==> src/rtl/conn_hs_pkg.sv <==
package conn_hs_pkg;

  localparam logic [31:0] MAGIC_WORD   = 32'h0ACE_FACE;
  localparam logic [31:0] DOOR_VALUE   = 32'h0000_0001;
  localparam int          STAT_UP_BIT  = 21;

  typedef enum logic [2:0] {
    SEL_NONE  = 3'd0,
    SEL_MAGIC = 3'd1,
    SEL_DOOR  = 3'd2,
    SEL_STAT  = 3'd3,
    SEL_CFG   = 3'd4
  } reg_sel_e;

endpackage

==> src/rtl/conn_hs_decode.sv <==
module conn_hs_decode #(
  parameter int          ADDR_W   = 16,
  parameter logic [15:0] OFF_MAGIC = 16'hC02C,
  parameter logic [15:0] OFF_DOOR  = 16'h2260,
  parameter logic [15:0] OFF_STAT  = 16'hC030,
  parameter logic [15:0] OFF_CFG   = 16'hC000
) (
  input  logic [ADDR_W-1:0]    addr,
  output conn_hs_pkg::reg_sel_e sel
);
  import conn_hs_pkg::*;

  always_comb begin
    if (addr == ADDR_W'(OFF_MAGIC))      sel = SEL_MAGIC;
    else if (addr == ADDR_W'(OFF_DOOR))  sel = SEL_DOOR;
    else if (addr == ADDR_W'(OFF_STAT))  sel = SEL_STAT;
    else if (addr == ADDR_W'(OFF_CFG))   sel = SEL_CFG;
    else                                 sel = SEL_NONE;
  end
endmodule

==> src/rtl/conn_hs_arm.sv <==
module conn_hs_arm #(
  parameter int DATA_W = 32
) (
  input  logic              clk,
  input  logic              rst,
  input  logic              wr_magic,
  input  logic [DATA_W-1:0] wdata,
  output logic [DATA_W-1:0] magic_q,
  output logic              armed
);
  import conn_hs_pkg::*;

  always_ff @(posedge clk) begin
    if (rst)           magic_q <= '0;
    else if (wr_magic) magic_q <= wdata;
  end

  assign armed = (magic_q == DATA_W'(MAGIC_WORD));
endmodule

==> src/rtl/conn_hs_timer.sv <==
module conn_hs_timer #(
  parameter int CONNECT_LAT = 8,
  localparam int CNT_W = (CONNECT_LAT < 2) ? 1 : $clog2(CONNECT_LAT)
) (
  input  logic clk,
  input  logic rst,
  input  logic start,
  output logic busy,
  output logic link_up,
  output logic init_pulse
);
  logic [CNT_W-1:0] cnt;

  always_ff @(posedge clk) begin
    if (rst) begin
      cnt        <= '0;
      busy       <= 1'b0;
      link_up    <= 1'b0;
      init_pulse <= 1'b0;
    end else begin
      init_pulse <= 1'b0;
      if (busy) begin
        if (cnt == '0) begin
          busy       <= 1'b0;
          link_up    <= 1'b1;
          init_pulse <= 1'b1;
        end else begin
          cnt <= cnt - 1'b1;
        end
      end else if (start && !link_up) begin
        busy <= 1'b1;
        cnt  <= CNT_W'(CONNECT_LAT - 1);
      end
    end
  end

  // connection flag is sticky
  a_r7_sticky: assert property (@(posedge clk) disable iff (rst)
    link_up |=> link_up);
  // initialise is a single-cycle pulse
  a_r6_one_cycle: assert property (@(posedge clk) disable iff (rst)
    init_pulse |=> !init_pulse);
  // pulse coincides with the first cycle of the connection flag
  a_r6_first_up: assert property (@(posedge clk) disable iff (rst)
    init_pulse |-> (link_up && !$past(link_up)));
  // a pending connect runs to completion
  a_r11_pending: assert property (@(posedge clk) disable iff (rst)
    busy |=> (busy || link_up));
endmodule

==> src/rtl/conn_hs_cfg.sv <==
module conn_hs_cfg #(
  parameter int DATA_W = 32
) (
  input  logic              clk,
  input  logic              rst,
  input  logic              wr_cfg,
  input  logic              link_up,
  input  logic [DATA_W-1:0] wdata,
  output logic [DATA_W-1:0] cfg_word,
  output logic              cfg_valid
);
  always_ff @(posedge clk) begin
    if (rst) begin
      cfg_word  <= '0;
      cfg_valid <= 1'b0;
    end else begin
      cfg_valid <= 1'b0;
      if (wr_cfg && link_up) begin
        cfg_word  <= wdata;
        cfg_valid <= 1'b1;
      end
    end
  end

  // word only changes after an accepted write
  a_r8_hold: assert property (@(posedge clk) disable iff (rst)
    !cfg_valid |-> $stable(cfg_word) || $past(rst));
  // accepted words only once connected
  a_r9_gated: assert property (@(posedge clk) disable iff (rst)
    cfg_valid |-> link_up);
endmodule

==> src/rtl/conn_hs_top.sv <==
module conn_hs_top #(
  parameter int ADDR_W      = 16,
  parameter int CONNECT_LAT = 8
) (
  input  logic              clk,
  input  logic              rst,
  input  logic              host_wr,
  input  logic              host_rd,
  input  logic [ADDR_W-1:0] host_addr,
  input  logic [31:0]       host_wdata,
  output logic [31:0]       host_rdata,
  output logic              init_pulse,
  output logic [31:0]       cfg_word,
  output logic              cfg_valid
);
  import conn_hs_pkg::*;

  localparam int DATA_W = 32;

  reg_sel_e          sel;
  logic [DATA_W-1:0] magic_q;
  logic              armed;
  logic              busy;
  logic              link_up;
  logic              door_ok;

  conn_hs_decode #(.ADDR_W(ADDR_W)) u_decode (
    .addr (host_addr),
    .sel  (sel)
  );

  conn_hs_arm #(.DATA_W(DATA_W)) u_arm (
    .clk      (clk),
    .rst      (rst),
    .wr_magic (host_wr && sel == SEL_MAGIC),
    .wdata    (host_wdata),
    .magic_q  (magic_q),
    .armed    (armed)
  );

  assign door_ok = host_wr && (sel == SEL_DOOR) &&
                   (host_wdata == DOOR_VALUE) && armed;

  conn_hs_timer #(.CONNECT_LAT(CONNECT_LAT)) u_timer (
    .clk        (clk),
    .rst        (rst),
    .start      (door_ok),
    .busy       (busy),
    .link_up    (link_up),
    .init_pulse (init_pulse)
  );

  conn_hs_cfg #(.DATA_W(DATA_W)) u_cfg (
    .clk       (clk),
    .rst       (rst),
    .wr_cfg    (host_wr && sel == SEL_CFG),
    .link_up   (link_up),
    .wdata     (host_wdata),
    .cfg_word  (cfg_word),
    .cfg_valid (cfg_valid)
  );

  always_ff @(posedge clk) begin
    if (rst) begin
      host_rdata <= '0;
    end else if (host_rd) begin
      unique case (sel)
        SEL_MAGIC: host_rdata <= magic_q;
        SEL_STAT:  host_rdata <= DATA_W'(link_up) << STAT_UP_BIT;
        SEL_CFG:   host_rdata <= cfg_word;
        default:   host_rdata <= '0;
      endcase
    end
  end

  // read data holds when no read is sampled
  a_r10_hold: assert property (@(posedge clk) disable iff (rst)
    (!$past(host_rd) && !$past(rst)) |-> $stable(host_rdata));
  // the connection flag only rises at the end of a pending connect
  a_r3_from_busy: assert property (@(posedge clk) disable iff (rst)
    $rose(link_up) |-> $past(busy));
  // a pending connect only begins on an armed block
  a_r4_armed_start: assert property (@(posedge clk) disable iff (rst)
    ($rose(busy) && !$past(rst)) |-> $past(armed));
endmodule

==> config.mk <==
export PLATFORM = sky130hd
export DESIGN_NAME = conn_hs_top
export DESIGN_NICKNAME = d
export VERILOG_FILES = /design/src/rtl/conn_hs_pkg.sv /design/src/rtl/conn_hs_decode.sv /design/src/rtl/conn_hs_arm.sv /design/src/rtl/conn_hs_timer.sv /design/src/rtl/conn_hs_cfg.sv /design/src/rtl/conn_hs_top.sv
export SDC_FILE = /design/constraint.sdc
export NUM_CORES = 1
export LEC_CHECK = 0
export BUFFER_PORTS_ARGS = -buffer_cell sky130_fd_sc_hd__buf_4
export CAP_MARGIN = 40
export CORE_MARGIN = 1
export CORE_UTILIZATION = 50
export CTS_CLUSTER_DIAMETER = 40
export DETAILED_ROUTE_END_ITERATION = 16
export PLACE_DENSITY = 0.79
export SYNTH_ARGS = -nofsm -noshare
export SYNTH_HDL_FRONTEND = slang
export SYNTH_SLANG_ARGS = --single-unit
==> constraint.sdc <==
create_clock -name clk -period 1.8 [get_ports clk]
set_input_delay 0.27 -clock clk [delete_from_list [all_inputs] [get_ports clk]]
set_output_delay 0.27 -clock clk [all_outputs]
set_load 0.005 [all_outputs]
======== Word-level counts from Yosys, hierarchy flattened ========
Cells that the tools add are included.
storage, ports and cells
  register bits ........................... 103
  input port bits ......................... 52
  output and inout bits ................... 66
  word-level logic and storage cells ...... 47
operators by class
  add/subtract/negate cells ............... 1
  equal/unequal tests ..................... 11
  mux-type cells .......................... 13
  bitwise gates (word level) .............. 1
  reductions and logical operators ........ 13
operator list
  kind                    count
  $pmux W32 S3            1
  $eq A16 B16 Y1 const B  3
  $eq A32 B1 Y1 const B   1
  $eq A32 B28 Y1 const B  1
  $mux W3                 7
  $eq A16 B14 Y1 const B  1
  $logic_and A1 B1 Y1     7
  $eq A3 B2 Y1 const B    2
  $mux W1                 5
  $reduce_and A2 Y1       2
  $eq A3 B1 Y1 const B    1
  $eq A3 B3 Y1 const B    1
  $logic_not A3 Y1        1
  $sub A3 B1 Y3 const B   1
  $ne A2 B2 Y1 const B    1
  $reduce_bool A2 Y1      1
  $reduce_or A2 Y1        1
  $logic_not A1 Y1        1
  $not A1 Y1              1

======== Logic depth before layout (Yosys ltp) ========
Gate-level depths: netlist (run 1).
  depth after elaboration ................. 12
  gate-level depth with buffers ........... 7
  mapped depth without buffers ............ 6

======== Hierarchy ========
Synthesis (run 1) repeated with hierarchy kept, for this count alone.
second synthesis, totals
  cell total of the unflattened synthesis .. 474
  area, all modules ....................... 4718.3 µm²
modules (own cells, without submodules)
  module          times used  cells an instance  area an instance (µm²)  sequential area each (µm²)
  conn_hs_top     1           168                1645.3                  640.6
  conn_hs_cfg     1           149                1503.9                  660.6
  conn_hs_arm     1           116                1206.2                  640.6
  conn_hs_timer   1           26                 255.2                   120.1
  conn_hs_decode  1           15                 107.6                   0.0

======== Worst setup path before layout (run 1) ========
No wires, ideal clock.
  kind .................................... input to register
  start ................................... input port host_addr[2]
  end ..................................... register u_timer.cnt[1]
  setup time .............................. 0.074 ns
  arrival ................................. 1.553 ns
  required time ........................... 1.726 ns
  slack ................................... 0.173 ns
  stages .................................. 5
  path buffers ............................ 0
  path through ............................ or3_4 -> or4b_1 -> nor3_2 -> nand4_2 -> a31oi_1
on the way
  word-level cells in the longest chain between the ends .. 12
  elaborated cells on any way between the ends .. 15
  classes of those cells .................. eq/ne (5); mux (4); reduce/logical (6)
RTL lines
  element                                RTL line              text
  start, declared                        conn_hs_top.sv:9      input logic [ADDR_W-1:0] host_addr,
  $eq A16 B16 Y1                         conn_hs_decode.sv:17  else if (addr == ADDR_W'(OFF_CFG)) sel = SEL_CFG;
  $mux W3                                conn_hs_decode.sv:17
  $mux W3                                conn_hs_decode.sv:16  else if (addr == ADDR_W'(OFF_STAT)) sel = SEL_STAT;
  $mux W3                                conn_hs_decode.sv:15  else if (addr == ADDR_W'(OFF_DOOR)) sel = SEL_DOOR;
  $mux W3 (*)                            conn_hs_decode.sv:14  if (addr == ADDR_W'(OFF_MAGIC)) sel = SEL_MAGIC;
  $eq A3 B2 Y1 (*)                       conn_hs_top.sv:41     assign door_ok = host_wr && (sel == SEL_DOOR) &&
  $logic_and A1 B1 Y1 (*) (2 in series)  conn_hs_top.sv:41
  $logic_and A1 B1 Y1 (*)                conn_hs_top.sv:42     (host_wdata == DOOR_VALUE) && armed;
  $logic_and A1 B1 Y1 (*)                conn_hs_timer.sv:30   end else if (start && !link_up) begin
  $reduce_bool A2 Y1 (no line) (*)       n/a
  $reduce_and A2 Y1 (no line) (*)        n/a
  end signal, assigned                   conn_hs_timer.sv:28   cnt <= cnt - 1'b1;
  end signal, assigned                   conn_hs_timer.sv:32   cnt <= CNT_W'(CONNECT_LAT - 1);
  end, declared                          conn_hs_timer.sv:12   logic [CNT_W-1:0] cnt;
Mark *: on every way between the ends. The rest lies on a longest branch, timed or not.
A chain may end at the register's enable or synchronous reset.

======== Final worst setup path (run 1) ========
  start ................................... register u_arm.magic_q[13]
  end ..................................... register u_timer.cnt[1]
on the way
  word-level cells in the longest chain between the ends .. 5
RTL lines
  element                       RTL line             text
  start, declared               conn_hs_arm.sv:8     output logic [DATA_W-1:0] magic_q,
  start signal, assigned        conn_hs_arm.sv:15    else if (wr_magic) magic_q <= wdata;
  $eq A32 B28 Y1                conn_hs_arm.sv:18    assign armed = (magic_q == DATA_W'(MAGIC_WORD));
  $logic_and A1 B1 Y1           conn_hs_top.sv:42
  $logic_and A1 B1 Y1           conn_hs_timer.sv:30
  $reduce_bool A2 Y1 (no line)  n/a
  $reduce_and A2 Y1 (no line)   n/a
Every way passes these cells.

==> impl_metrics.py, run 1 <==
metrics = {
    "global_routing": {
        "pin_count_of_the_biggest_net_entering_global_routing": 33,
        "grt_remaining_overflow": 0,
        "number_of_antenna_violations_at_the_first_check_in_global_routing": 0,
        "grt_pass1_vias": 3727,
        "wire_length_of_the_first_global_routing_pass_mm": 18.7,
        "grt_util_all_layers_pct": 28.1,
    },
    "sta": {
        "tcrit_tclk_final_pct": 95.1,
        "worst_slew_pin_slew_ns": 0.370,
        "worst_hold_slack_ns": 0.161,
        "fin_tns_setup_ns": 0,
        "finalHoldViolCount": 0,
        "final_max_slew_viol_count": 0,
        "max_slew_margin_pct": 75.1,
        "rsz0062_at_grt": "false",
        "maxClockFrequency_mhz": 584,
        "final.setup_skew_ns": 0.0132,
        "finalSetupViolations": 0,
        "final.min_clock_period_ns": 1.71,
    },
    "critical_path": {
        "cpMaxStageDelayCell": "sky130_fd_sc_hd__dfxtp_1",
        "timing.critical_path.slowest_cell_delay_ns": 0.36,
        "critical_path.cell_chain": "nor4bb_2 -> nand4_1 -> nor4bb_1 -> buf_4 -> nand4_4 -> a31oi_2",
        "worst_setup_path_start_kind": "flop",
        "crit-reg2reg-capture": "u_timer.cnt[1]",
        "r2r_setup_slack_ns": 0.09,
        "cp.required_ns": 2.09,
        "cp-end-kind": "flop",
        "worstReg2RegStart": "u_arm.magic_q[13]",
        "path_depth_of_the_worst_reg2reg_path": 6,
        "path_max_fanout": 4,
        "criticalPathCategory": "reg -> reg",
        "worst_ep_arrival_time_ns": 2.00,
    },
    "synthesis": {
        "synthDominantCellAreaShare_pct": 51.2,
        "syn_avg_cell_area_um2": 8.08,
        "synth-async-reset-ratio_pct": 0,
        "synth.area.top_cells": "sky130_fd_sc_hd__dfxtp_1 (51%), sky130_fd_sc_hd__nand2_1 (16%), sky130_fd_sc_hd__a21oi_1 (8.4%)",
        "total_of_warnings_raised_by_yosys": 0,
        "synthesis.nets": 553,
        "cell_with_the_most_instances_after_synthesis": "sky130_fd_sc_hd__nand2_1",
        "synth-main-ff-cell": "sky130_fd_sc_hd__dfxtp_1",
        "gate_count_of_the_mapped_netlist": 499,
        "synth_enable_flop_cells": 0,
        "ys_top_cells_by_count": "sky130_fd_sc_hd__nand2_1 (168), sky130_fd_sc_hd__dfxtp_1 (103), sky130_fd_sc_hd__a21oi_1 (68)",
        "synth_sequential_area_ratio_pct": 51.2,
        "postSynthRegisterBits": 103,
        "synth_cell_type_count": 34,
        "synth_cell_area_mm2": 0.00403,
        "yosys.area.top_type": "sky130_fd_sc_hd__dfxtp_1",
    },
    "floorplan": {
        "die_height_um": 91.8,
        "die_w_um": 91.8,
        "pin_count": 118,
        "core_region_area_mm2": 0.00777,
        "core.rowCount": 32,
        "initial_core_util_pct": 51.9,
        "fp.dieArea_mm2": 0.00842,
    },
    "route": {
        "route.detailed.drc": 0,
        "route.antenna.remaining_nets": 0,
        "drt_first_pass_iters": 5,
        "iter_0_drt_violations": 269,
        "vias": 4078,
        "drt-total-wl_mm": 11.7,
        "avgViaCountPerCell": 5.66,
        "wire_length_per_cell_after_detailed_routing_um": 16.2,
    },
    "place": {
        "io_buffer_count": 117,
        "place_hpwl_mm": 8.19,
        "dpl.cell_count": 704,
        "routabilityCongestion": 0.872,
    },
    "clock_network": {
        "cts_inserted_buffers": 9,
        "cts_hold_buf": 0,
        "cts-root-buf": "sky130_fd_sc_hd__clkbuf_8",
        "worstSkewPairLatency_ns": 0.36,
        "htree_levels": 3,
        "numClockSinks": 103,
        "cts_tree": "done",
        "clk_path_buf_depth": 2,
        "worst_setup_hold_path_clk_slew_ns": 0.10,
    },
    "final_layout": {
        "area_growth_syn_to_layout_pct": 33.1,
        "final_core_utilization_pct": 69.0,
        "final_layout_size_suffix_gt1_share_pct": 27.2,
        "nets": 667,
        "layoutNonFillerInstCount": 720,
        "antenna-diode-count": 0,
    },
    "pwr": {
        "cellLeakagePower_nw": 1.97,
        "seq_power_share_pct": 54.5,
        "power_density_mw_per_mm2": 778,
        "net-switching-power_uw": 878,
        "swShare_pct": 21.0,
        "ir_drop_v": 0.000589,
        "clockPowerShare_pct": 40.7,
        "internal_power_mw": 3.30,
        "combPwrFrac_pct": 4.8,
    },
    "min_path": {
        "worst_hold_path.endpoint": "u_cfg.cfg_word[25]",
        "min_from": "host_wdata[25]",
        "worstHoldPathCells": 3,
        "worstHoldPathType": "in -> reg",
    },
    "flow_run": {
        "max_cap_violations": 0,
    },
    "run_status": {
        "outcome": "finished, final reports clean",
    },
}
placed cells by master (no fill, tap or decap), types with 3 or more instances in the layout:
cell / instances
sky130_fd_sc_hd__clkbuf_8: 9
sky130_fd_sc_hd__bufinv_16: 3
sky130_fd_sc_hd__nor4b_1: 6
sky130_fd_sc_hd__nor4bb_2: 3
sky130_fd_sc_hd__buf_4: 137
sky130_fd_sc_hd__nand4_1: 5
sky130_fd_sc_hd__o21ai_0: 28
sky130_fd_sc_hd__a21oi_1: 67
sky130_fd_sc_hd__nand2_1: 168
sky130_fd_sc_hd__a22oi_1: 32
sky130_fd_sc_hd__nor2_1: 7
sky130_fd_sc_hd__dfxtp_1: 103
sky130_fd_sc_hd__inv_1: 3
sky130_fd_sc_hd__o21ai_1: 4
worst max-delay path: cells and delay by family, from the launching register on:
| family | cells | cell delay [ns] |
|---|---|---|
| AND/OR/NAND/NOR | 4 | 0.90 |
| AO/OA/AOI/OAI | 1 | 0.20 |
| buffers and inverters | 1 | 0.18 |
| flip-flops | 1 | 0.36 |
stage by stage:
step	setup slack, ns	total power [mW]	cell area [um2]
detailed placement	-0.256	2.52	5070
global route	0.00538	4.30	5360
global placement	-0.113	2.52	5070
floorplan	0.173	2.38	4030
CTS	0.0265	4.18	5320
finish	0.0885	4.17	5360
flip-flops by register name, indices dropped and copies added (netlist names):
name	count
u_cfg.cfg_valid	1
u_timer.busy	1
host_rdata	32
u_timer.init_pulse	1
u_arm.magic_q	32
u_cfg.cfg_word	32
u_timer.cnt	3
u_timer.link_up	1
metal layers:
metal  up-vias  part of all wire (%)  track usage, %
met4         0                   2.6            12.5
li1       1948                     -               -
met3        36                   7.8            3.90
met2       202                    48            46.9
met5         -                     0               0
met1      1892                    41            36.3
what timing repair did:
action | in CTS | in global routing
pin swaps | 1 | 2
buffers inserted | 0 | 0
gates resized for setup | 2 | 7
hold endpoints to repair | 0 | 0
setup endpoints to repair | 1 | 4
final cells by class:
class,count,area (um2)
fill,637,2400
clock inverter,5,106
sequential,103,2060
clock buffer,11,131
tap,102,128
multi-input combinational,358,1880
inverter,3,11.3
timing repair buffer,138,1050
how the worst max path moves through the flow:
| stage | from | end | slack, ns | cells after the start |
|---|---|---|---|---|
| after global placement | host_wdata[25] | u_timer.cnt[1] | -0.11 | 8 |
| after floorplan | host_addr[2] | u_timer.cnt[1] | 0.17 | 5 |
| after detailed placement | host_wdata[25] | u_timer.cnt[1] | -0.26 | 8 |
| after global routing | u_arm.magic_q[17] | u_timer.cnt[1] | 0.005 | 6 |
| final | u_arm.magic_q[13] | u_timer.cnt[1] | 0.09 | 6 |
| after CTS | u_arm.magic_q[13] | u_timer.cnt[1] | 0.03 | 6 |
cell families after synthesis:
group	count (synthesis)	synth area share, %
AO/OA/AOI/OAI	136	19.2
AND/OR/NAND/NOR	218	24.7
XOR/XNOR	2	0.435
flip-flops	103	51.2
adder cells (fa/ha/maj)	2	0.621
buffers and inverters	38	3.94
power groups by stage:
stage               logic (mW)  clock network [mW]  registers, mW
floorplan               0.0525                   0           2.33
global placement         0.190                   0           2.33
detailed placement       0.191                   0           2.33
CTS                      0.192                1.71           2.28
global route             0.209                1.81           2.28
finish                   0.199                1.70           2.28
(Power assumes the default switching activity.)
==> run 2, diff against run 1 <==
Settings changed: MAX_ROUTING_LAYER set to met4.
==> run 2 against run 1 <==
Against the previous run: clock power shrank 9%; highest routed layer unchanged; global-route usage grew 1.4 points; clock-buffer cell count is 1 lower; final area decreased by 0.12%; wire length grew 3.1%; die area unchanged; final cell count decreased by 0.14%; sequential cell count did not move; critical endpoint unchanged.
==> impl_metrics.py, run 2 (same netlist as run 1, synthesis figures left out) <==
metrics = {
    "global_routing": {
        "grt_remaining_overflow": 0,
        "pin_count_of_the_biggest_net_entering_global_routing": 43,
        "grt_util_all_layers_pct": 29.5,
        "wire_length_of_the_first_global_routing_pass_mm": 19.0,
        "number_of_antenna_violations_at_the_first_check_in_global_routing": 0,
        "grt_pass1_vias": 3865,
    },
    "clock_network": {
        "cts-root-buf": "sky130_fd_sc_hd__clkbuf_8",
        "worstSkewPairLatency_ns": 0.36,
        "htree_levels": 3,
        "cts_inserted_buffers": 9,
        "numClockSinks": 103,
        "clk_path_buf_depth": 2,
        "cts_hold_buf": 0,
        "worst_setup_hold_path_clk_slew_ns": 0.10,
        "cts_post_setup_buffers_inserted": 0,
        "cts_tree": "done",
    },
    "floorplan": {
        "initial_core_util_pct": 51.9,
        "pin_count": 118,
        "die_height_um": 91.8,
        "core_region_area_mm2": 0.00777,
        "core.rowCount": 32,
        "fp.dieArea_mm2": 0.00842,
        "die_w_um": 91.8,
    },
    "sta": {
        "worst_hold_slack_ns": 0.165,
        "finalHoldViolCount": 0,
        "tcrit_tclk_final_pct": 96.5,
        "finalSetupViolations": 0,
        "final_max_slew_viol_count": 0,
        "worst_slew_pin_slew_ns": 0.476,
        "fin_tns_setup_ns": 0,
        "layout_setup_ws_ns": 0.0622,
        "final.min_clock_period_ns": 1.74,
        "maxClockFrequency_mhz": 575,
        "max_slew_margin_pct": 68.3,
        "rsz0062_at_grt": "true",
        "final.setup_skew_ns": 0.0132,
    },
    "final_layout": {
        "antenna-diode-count": 0,
        "layout.cells.most_common": "sky130_fd_sc_hd__nand2_1",
        "filler_cell_count": 643,
        "nets": 667,
        "reg_top3": "host_rdata: 32 flops, u_arm.magic_q: 32 flops, u_cfg.cfg_word: 32 flops",
        "mostFrequentLayoutCells": "sky130_fd_sc_hd__nand2_1 (168), sky130_fd_sc_hd__buf_4 (137), sky130_fd_sc_hd__dfxtp_1 (100)",
        "layoutNonFillerInstCount": 719,
        "postLayoutCellArea_mm2": 0.00536,
        "final_layout_size_suffix_gt1_share_pct": 27.6,
        "area_growth_syn_to_layout_pct": 32.9,
        "final_core_utilization_pct": 69.0,
    },
    "route": {
        "vias": 4040,
        "drt_first_pass_iters": 5,
        "route.detailed.drc": 0,
        "wire_length_per_cell_after_detailed_routing_um": 16.8,
        "drt-total-wl_mm": 12.1,
        "iter_0_drt_violations": 278,
        "avgViaCountPerCell": 5.62,
        "route.antenna.remaining_nets": 0,
    },
    "pwr": {
        "cellLeakagePower_nw": 1.98,
        "power_mw": 4.02,
        "ir_drop_v": 0.000670,
        "power_density_mw_per_mm2": 751,
    },
    "critical_path": {
        "path_depth_of_the_worst_reg2reg_path": 6,
        "worst_ep_arrival_time_ns": 2.02,
        "path_max_fanout": 4,
        "cp.required_ns": 2.08,
        "setup.worst_path.start": "u_arm.magic_q[12]",
        "worst_setup_path_start_kind": "flop",
        "timing.critical_path.to": "u_timer.cnt[1]",
        "r2r_setup_slack_ns": 0.06,
        "crit-reg2reg-capture": "u_timer.cnt[1]",
        "cp-end-kind": "flop",
        "worstReg2RegStart": "u_arm.magic_q[12]",
        "criticalPathCategory": "reg -> reg",
    },
    "flow_run": {
        "max_cap_violations": 0,
    },
    "place": {
        "placement.setup.worst_slack_ns": -0.212,
        "io_buffer_count": 117,
        "place_hpwl_mm": 8.43,
        "detailed_place.area_mm2": 0.00507,
        "dpl.cell_count": 704,
        "routabilityCongestion": 0.889,
    },
    "run_status": {
        "outcome": "finished, final reports clean",
    },
    "min_path": {
        "worstHoldPathType": "in -> reg",
    },
}
run 2: power by group:
| group | switching [mW] | internal, mW |
|---|---|---|
| Clock | 0.765 | 0.779 |
| Sequential | 0.00000491 | 2.28 |
| Combinational | 0.109 | 0.0921 |
run 2: routing by layer:
layer  part of all wire, %  routed length (um)  global-route usage [%]  vias up
met5                     0                   0                       -        -
met4                   3.2                 386                    14.3        0
met3                   6.7                 806                    4.23       34
met2                    49                5880                    48.7      158
met1                    41                4990                    35.4     1907
li1                      -                   -                       -     1941
run 2: critical path, cell delays in order, from the launching register on:
cell	delay, ns
sky130_fd_sc_hd__dfxtp_2	0.36
sky130_fd_sc_hd__nor4bb_4	0.29
sky130_fd_sc_hd__nand4_1	0.17
sky130_fd_sc_hd__nor4bb_2	0.32
sky130_fd_sc_hd__buf_4	0.17
sky130_fd_sc_hd__nand4_4	0.16
sky130_fd_sc_hd__a31oi_4	0.18
run 2: final cells by class:
| type | instances | area, um2 | share of cell area [%] |
|---|---|---|---|
| sequential | 103 | 2070 | 38.6 |
| timing repair buffer | 138 | 1050 | 19.6 |
| clock buffer | 10 | 128 | 2.38 |
| multi-input combinational | 358 | 1890 | 35.4 |
| tap | 102 | 128 | 2.38 |
| inverter | 3 | 11.3 | 0.210 |
| clock inverter | 5 | 81.3 | 1.52 |
run 2: how the worst min path moves through the flow:
stage                     slack (ns)      startpoint  cells after the start                end
after floorplan                 0.41   host_wdata[0]                      2  u_cfg.cfg_word[0]
after detailed placement        0.45  host_rdata[17]                      2     host_rdata[17]
after CTS                       0.15  host_wdata[26]                      3  u_arm.magic_q[26]
after global routing            0.15  host_wdata[26]                      3  u_arm.magic_q[26]
final                           0.17  host_wdata[26]                      3  u_arm.magic_q[26]
after global placement          0.44  host_rdata[22]                      2     host_rdata[22]
run 2: repair_timing:
action                                  CTS  global route
hold endpoints to repair                  0             0
resized for setup                         1            13
pin swaps                                 1             5
endpoints found under the setup margin    1             4
